### src/rtl/vtimer_pkg.sv
package vtimer_pkg;
    localparam int CNT_W  = 64;
    localparam int TV_W   = 32;
    localparam int ADDR_W = 3;
    localparam int NCH    = 2;
    localparam int CH_W   = (NCH > 1) ? $clog2(NCH) : 1;
    localparam int REGS_PER_CH = 3;
    localparam int PHYS_CH = 0;
    localparam int VIRT_CH = 1;

    typedef enum logic [2:0] {
        F_NONE = 3'd0,
        F_OFF  = 3'd1,
        F_CVAL = 3'd2,
        F_TVAL = 3'd3,
        F_CTRL = 3'd4
    } reg_field_e;

    typedef struct packed {
        logic [CNT_W-1:0]           off;
        logic [NCH-1:0][CNT_W-1:0]  cval;
        logic [NCH-1:0]             en;
        logic [NCH-1:0]             mask;
        logic [NCH-1:0]             irq;
    } tmr_state_t;
endpackage

### src/rtl/vtimer_regdec.sv
module vtimer_regdec
    import vtimer_pkg::*;
(
    input  logic              we,
    input  logic [ADDR_W-1:0] addr,
    output reg_field_e        field,
    output logic [CH_W-1:0]   ch,
    output logic              wr_off,
    output logic [NCH-1:0]    wr_cval,
    output logic [NCH-1:0]    wr_tval,
    output logic [NCH-1:0]    wr_ctrl
);
    always_comb begin
        field = F_NONE;
        ch    = '0;
        if (addr == '0) begin
            field = F_OFF;
        end
        for (int c = 0; c < NCH; c++) begin
            for (int k = 0; k < REGS_PER_CH; k++) begin
                if (addr == ADDR_W'(1 + REGS_PER_CH * c + k)) begin
                    ch = CH_W'(c);
                    case (k)
                        0:       field = F_CVAL;
                        1:       field = F_TVAL;
                        default: field = F_CTRL;
                    endcase
                end
            end
        end
    end

    assign wr_off = we && (field == F_OFF);

    for (genvar c = 0; c < NCH; c++) begin : g_wr
        assign wr_cval[c] = we && (field == F_CVAL) && (ch == CH_W'(c));
        assign wr_tval[c] = we && (field == F_TVAL) && (ch == CH_W'(c));
        assign wr_ctrl[c] = we && (field == F_CTRL) && (ch == CH_W'(c));
    end
endmodule

### src/rtl/vtimer_chan.sv
module vtimer_chan
    import vtimer_pkg::*;
(
    input  logic [CNT_W-1:0] cnt,
    input  logic [CNT_W-1:0] off,
    input  logic [CNT_W-1:0] cval,
    input  logic             en,
    input  logic             mask,
    input  logic [TV_W-1:0]  tv_wdata,
    output logic             status,
    output logic             irq_next,
    output logic [TV_W-1:0]  tval_rd,
    output logic [CNT_W-1:0] cval_from_tv
);
    logic [CNT_W-1:0] local_t;
    logic [CNT_W-1:0] remain;
    logic [CNT_W-1:0] tv_sext;

    always_comb begin
        local_t      = cnt - off;
        status       = en && (local_t >= cval);
        irq_next     = status && en && !mask;
        remain       = cval - local_t;
        tval_rd      = remain[TV_W-1:0];
        tv_sext      = {{(CNT_W-TV_W){tv_wdata[TV_W-1]}}, tv_wdata};
        cval_from_tv = local_t + tv_sext;
    end
endmodule

### src/rtl/vtimer_unit.sv
module vtimer_unit
    import vtimer_pkg::*;
(
    input  logic              clk,
    input  logic              rst_n,
    input  logic [CNT_W-1:0]  cnt_i,
    input  logic              reg_we,
    input  logic [ADDR_W-1:0] reg_addr,
    input  logic [CNT_W-1:0]  reg_wdata,
    output logic [CNT_W-1:0]  reg_rdata,
    output logic              irq_phys,
    output logic              irq_virt
);
    tmr_state_t st_q, st_d;

    reg_field_e      field;
    logic [CH_W-1:0] rd_ch;
    logic            wr_off;
    logic [NCH-1:0]  wr_cval, wr_tval, wr_ctrl;

    logic [NCH-1:0][CNT_W-1:0] off_eff;
    logic [NCH-1:0][CNT_W-1:0] cval_tv;
    logic [NCH-1:0][TV_W-1:0]  tval_rd;
    logic [NCH-1:0]            stat;
    logic [NCH-1:0]            irq_n;

    vtimer_regdec u_dec (
        .we      (reg_we),
        .addr    (reg_addr),
        .field   (field),
        .ch      (rd_ch),
        .wr_off  (wr_off),
        .wr_cval (wr_cval),
        .wr_tval (wr_tval),
        .wr_ctrl (wr_ctrl)
    );

    for (genvar c = 0; c < NCH; c++) begin : g_ch
        if (c == VIRT_CH) begin : g_virt
            assign off_eff[c] = st_q.off;
        end else begin : g_phys
            assign off_eff[c] = '0;
        end

        vtimer_chan u_chan (
            .cnt          (cnt_i),
            .off          (off_eff[c]),
            .cval         (st_q.cval[c]),
            .en           (st_q.en[c]),
            .mask         (st_q.mask[c]),
            .tv_wdata     (reg_wdata[TV_W-1:0]),
            .status       (stat[c]),
            .irq_next     (irq_n[c]),
            .tval_rd      (tval_rd[c]),
            .cval_from_tv (cval_tv[c])
        );

        // a disabled channel never reports status
        assert_dis_no_status_R5: assert property (@(posedge clk) disable iff (!rst_n)
            !st_q.en[c] |-> !stat[c]);

        // a raised interrupt needs enable set and mask clear in the cycle before
        assert_irq_gated_R8: assert property (@(posedge clk) disable iff (!rst_n)
            st_q.irq[c] |-> $past(st_q.en[c] && !st_q.mask[c]));

        // countdown write lands as local time plus sign-extended value
        assert_tval_write_R7: assert property (@(posedge clk) disable iff (!rst_n)
            $past(wr_tval[c]) |-> st_q.cval[c] == $past(cnt_i - off_eff[c] +
                {{(CNT_W-TV_W){reg_wdata[TV_W-1]}}, reg_wdata[TV_W-1:0]}));
    end

    // an offset write leaves both deadlines untouched
    assert_off_keeps_cval_R9: assert property (@(posedge clk) disable iff (!rst_n)
        $past(wr_off) |-> $stable(st_q.cval));

    // at most one write target per cycle
    assert_one_target_R10: assert property (@(posedge clk) disable iff (!rst_n)
        $onehot0({wr_off, wr_cval, wr_tval, wr_ctrl}));

    always_comb begin
        st_d = st_q;
        if (wr_off) begin
            st_d.off = reg_wdata;
        end
        for (int c = 0; c < NCH; c++) begin
            if (wr_cval[c]) begin
                st_d.cval[c] = reg_wdata;
            end else if (wr_tval[c]) begin
                st_d.cval[c] = cval_tv[c];
            end
            if (wr_ctrl[c]) begin
                st_d.en[c]   = reg_wdata[0];
                st_d.mask[c] = reg_wdata[1];
            end
            st_d.irq[c] = irq_n[c];
        end

        case (field)
            F_OFF:   reg_rdata = st_q.off;
            F_CVAL:  reg_rdata = st_q.cval[rd_ch];
            F_TVAL:  reg_rdata = {{(CNT_W-TV_W){1'b0}}, tval_rd[rd_ch]};
            F_CTRL:  reg_rdata = {{(CNT_W-3){1'b0}}, stat[rd_ch],
                                  st_q.mask[rd_ch], st_q.en[rd_ch]};
            default: reg_rdata = '0;
        endcase
    end

    always_ff @(posedge clk or negedge rst_n) begin
        if (!rst_n) begin
            st_q <= '0;
        end else begin
            st_q <= st_d;
        end
    end

    assign irq_phys = st_q.irq[PHYS_CH];
    assign irq_virt = st_q.irq[VIRT_CH];
endmodule

### config.mk
export PLATFORM = sky130hd
export DESIGN_NAME = vtimer_unit
export DESIGN_NICKNAME = d
export VERILOG_FILES = /design/src/rtl/vtimer_pkg.sv /design/src/rtl/vtimer_regdec.sv /design/src/rtl/vtimer_chan.sv /design/src/rtl/vtimer_unit.sv
export SDC_FILE = /design/constraint.sdc
export NUM_CORES = 1
export LEC_CHECK = 0
export BUFFER_PORTS_ARGS = -buffer_cell sky130_fd_sc_hd__buf_2
export CAP_MARGIN = 20
export CORE_UTILIZATION = 26
export CTS_BUF_LIST = sky130_fd_sc_hd__clkbuf_4
export DETAILED_ROUTE_END_ITERATION = 16
export PLACE_DENSITY_LB_ADDON = 0.25
export SYNTH_ARGS = -nofsm -noshare
export SYNTH_HDL_FRONTEND = slang
export SYNTH_HIERARCHICAL = 1
export SYNTH_SLANG_ARGS = --single-unit
### constraint.sdc
create_clock -name clk -period 4.9 [get_ports clk]
set_input_delay 0.245 -clock clk [delete_from_list [all_inputs] [get_ports clk]]
set_output_delay 0.245 -clock clk [all_outputs]
set_load 0.01 [all_outputs]
==> results.py <==
metrics = {
    "run_status": {
        "outcome": "finished, violations left",
        "violations": "setup timing",
    },
    "route": {
        "vias_per_cell": 4.951,
        "vias": 36233,
        "routed_wl_um": 145400,
        "drtIter0Drc": 2324,
        "firstDrtPassIters": 5,
        "drtAntennaViolNets": 0,
        "post_drt_wl_per_cell_um": 19.87,
        "drc": 0,
    },
    "hold_path": {
        "min_from": "reg_addr[1]",
        "hold_depth": 4,
        "hold_end": "st_q[5]",
        "hold_class": "input pin to flop",
    },
    "synth": {
        "synth_top_family_by_area": "compound AO/OA/AOI/OAI gates",
        "yosys.area_share.adder": 0.1766,
        "synth_compound_area_frac": 0.2798,
        "muxShareOfSynthArea": 0.09497,
        "yosysUniqueCellTypes": 102,
        "synth_edf_count": 0,
        "ys_top_cells_by_area": "ha_1, dfrtp_1, mux2i_1",
        "yosysTopAreaCellShare": 0.1729,
        "yosysWarnings": 6,
        "async_flop_share": 1.000,
        "synth-xor-area-share": 0.08292,
        "ys.flop_type": "dfrtp_1",
        "netlist_area_um2": 31990,
        "syn_avg_cell_area_um2": 7.744,
        "syn-instance-count": 4131,
        "yosys.area.top_type": "ha_1",
        "yosysSeqAreaShare": 0.1549,
        "ys_ff_latch": 198,
        "yosys.area_share.simple": 0.1364,
    },
    "power_and_ir_drop": {
        "ir_worst_vdd_uv": 256.5,
        "p_seq_frac": 0.108,
        "finalPower_mw": 27.86,
        "p_leak_nw": 23.75,
        "power.density_nw_per_um2": 564.5,
        "power_frac_comb": 0.855,
        "intPower_mw": 14.35,
        "clock_power_share": 0.037,
        "switchingPower_mw": 13.51,
        "p_sw_frac": 0.4848,
    },
    "floorplanning": {
        "initial_core_util": 0.2625,
        "pin_count": 200,
        "dieArea_um2": 124400,
        "die_h_um": 352.8,
        "core_um2": 121900,
        "fp.dieW_um": 352.8,
        "num_rows": 128,
    },
    "worst_setup_path": {
        "cp.arrival_ps": 6540,
        "timing.rr.start": "off_eff[64]",
        "rr_worst_depth": 29,
        "slowest_delay_ps": 450,
        "start_kind": "flop",
        "crit_path_frequent_cell": "buf_6",
        "endpoint_kind": "output pin",
        "worst_path_max_delay_cell": "a221o_1",
        "critical_path_class": "flop to output pin",
        "reg2reg_slack_ps": -990,
        "reg2reg_to": "st_q[122]",
        "required_ps": 4660,
        "cp_max_fo": 4,
    },
    "placement": {
        "globalplace.congestion": 0.9473,
        "post-place-ws_ps": -2368,
        "dpl.hpwl_um": 120600,
        "port_buffers": 199,
        "place_inst": 7109,
    },
    "timing": {
        "fin_setup_tns_ps": -56130,
        "finalCritPeriodShare": 1.384,
        "max_freq_mhz": 147.4,
        "finalHoldViolCount": 0,
        "max_slew.worst_pin.slew_ps": 958.6,
        "fin_crit_ps": 6783,
        "rsz0062_at_grt": "true",
        "slew_headroom": 0.3594,
        "clock_skew_ps": 47.56,
        "setup_viol": 67,
        "maxSlewViolCount": 0,
        "worst_slack_ps": -1883,
    },
    "layout": {
        "instances_no_fill": 7318,
        "drive_gt1_frac": 0.3744,
        "syn_to_final_growth_pct": 54.31,
        "final_nets": 6253,
        "finalCoreUtilization": 0.4050,
    },
    "global_route": {
        "track_usage": 0.2256,
        "overflow": 0,
        "grt_pass1_wl_um": 215800,
        "antenna_found_initial": 6,
        "grt_max_degree": 73,
        "first_global_vias": 35704,
    },
    "flow_run": {
        "cap_violations": 0,
    },
    "clock_network": {
        "cts_tree": "done",
        "cts_buffers": 17,
        "clock_latency_ps": 850,
        "clock_sinks": 198,
        "htree_levels": 4,
        "path_clk_slew_ps": 230,
        "clockBufferDepth": 2,
        "cts_root_buf": "clkbuf_4",
    },
}
-- power groups by stage --
stage | registers [mW] | logic (mW) | clock network [mW]
finish | 3.00 | 23.8 | 1.04
detailed placement | 3.01 | 20.1 | 0
global route | 3.07 | 25.7 | 1.14
floorplan | 2.66 | 11.0 | 0
global placement | 3.01 | 20.0 | 0
CTS | 2.98 | 22.3 | 1.09
-- registers in the layout, summed over array words and instances (netlist names) --
| name | count |
|---|---|
| st_q | 132 |
| irq_virt | 1 |
| off_eff | 64 |
| irq_phys | 1 |
-- cell usage in the layout, fill, tap and decap left out, drive strengths merged, types with 37 or more instances in the layout --
cell type and n:
nor3 50, o21ai 363, ha 442, a31oi 43
buf 1573, o21a 41, nand4 82, mux2 68
nand2 351, nand3 64, a211o 39, dfrtp 198
xor2 119, mux2i 227, a21o 216, inv 412
nor2 207, nand2b 37, conb 64, xnor2 183
dlygate4sd3 69, o21bai 66, a21oi 356, nor2b 40
-- metal layers --
layer	GRT usage	vias up	wire length, µm
li1	-	17795	-
met1	0.3059	17433	67590
met2	0.3784	845	67590
met3	0.02196	160	6160
met4	0.06243	0	4057
met5	0	-	0
-- metrics by stage --
step	hold WS, ps	cell area, µm²
6_report	80.03	49360
5_1_grt	44.09	49360
4_1_cts	0.4223	47360
3_5_place_dp	304.2	44260
3_3_place_gp	316.1	44260
2_1_floorplan	-50.59	32340
-- worst max-delay path, delay by kind of cell, from the launching register on --
| family | cells | cell delay (ps) |
|---|---|---|
| adders and majority gates | 3 | 820 |
| and+or+nand+nor | 2 | 160 |
| buffers and inverters | 10 | 1130 |
| xor gates and xnor gates | 1 | 140 |
| muxes | 1 | 70 |
| AOI/OAI and AO/OA | 12 | 2960 |
| DFF | 1 | 410 |
-- layout make-up --
| cell class | instances | area [µm²] |
|---|---|---|
| Fill cell | 12501 | 72510 |
| Timing Repair Buffer | 1642 | 12490 |
| Tap cell | 1625 | 2033 |
| Multi-Input combinational cell | 3406 | 28040 |
| Sequential cell | 198 | 4955 |
| Inverter | 406 | 1529 |
| Clock inverter | 14 | 156.4 |
| Antenna cell | 9 | 22.52 |
| Clock buffer | 18 | 135.1 |
-- synth_stat cells, drive strengths merged, types with 37 or more instances --
cell type  number
ha            442
inv           406
o21ai         363
a21oi         356
nand2         351
mux2i         227
a21o          216
nor2          207
dfrtp         198
xnor2         183
xor2          119
clkbuf        114
nand4          82
buf            70
mux2           68
o21bai         66
nand3          64
nor3           50
a31oi          43
o21a           41
nor2b          40
a211o          39
nand2b         37
-- worst max-delay path by stage --
stage / start / endpoint / slack [ps] / cells after the start
after floorplan: off_eff[64] / st_q[128] / -260 / 26
after global placement: cnt_i[4] / reg_rdata[2] / -2300 / 31
after detailed placement: cnt_i[4] / reg_rdata[2] / -2370 / 31
after CTS: off_eff[64] / reg_rdata[29] / -1860 / 28
after global routing: off_eff[64] / reg_rdata[28] / -2190 / 31
final: off_eff[64] / reg_rdata[29] / -1880 / 29
-- cells by family after synthesis --
kind of cell | after synthesis
buffers and inverters | 590
flip-flops | 198
adder cells (fa/ha/maj) | 448
XOR/XNOR | 302
other | 1
AO/OA/AOI/OAI | 1365
multiplexers | 295
AND/OR/NAND/NOR | 932
-- timing repair --
action                     CTS  global route
hold endpoints to repair   306             0
hold buffers                70             0
resized for setup          347           295
buffers inserted            49            76
setup endpoints to repair   91            94
pin swaps                  170           241
(Power assumes the default switching activity.)
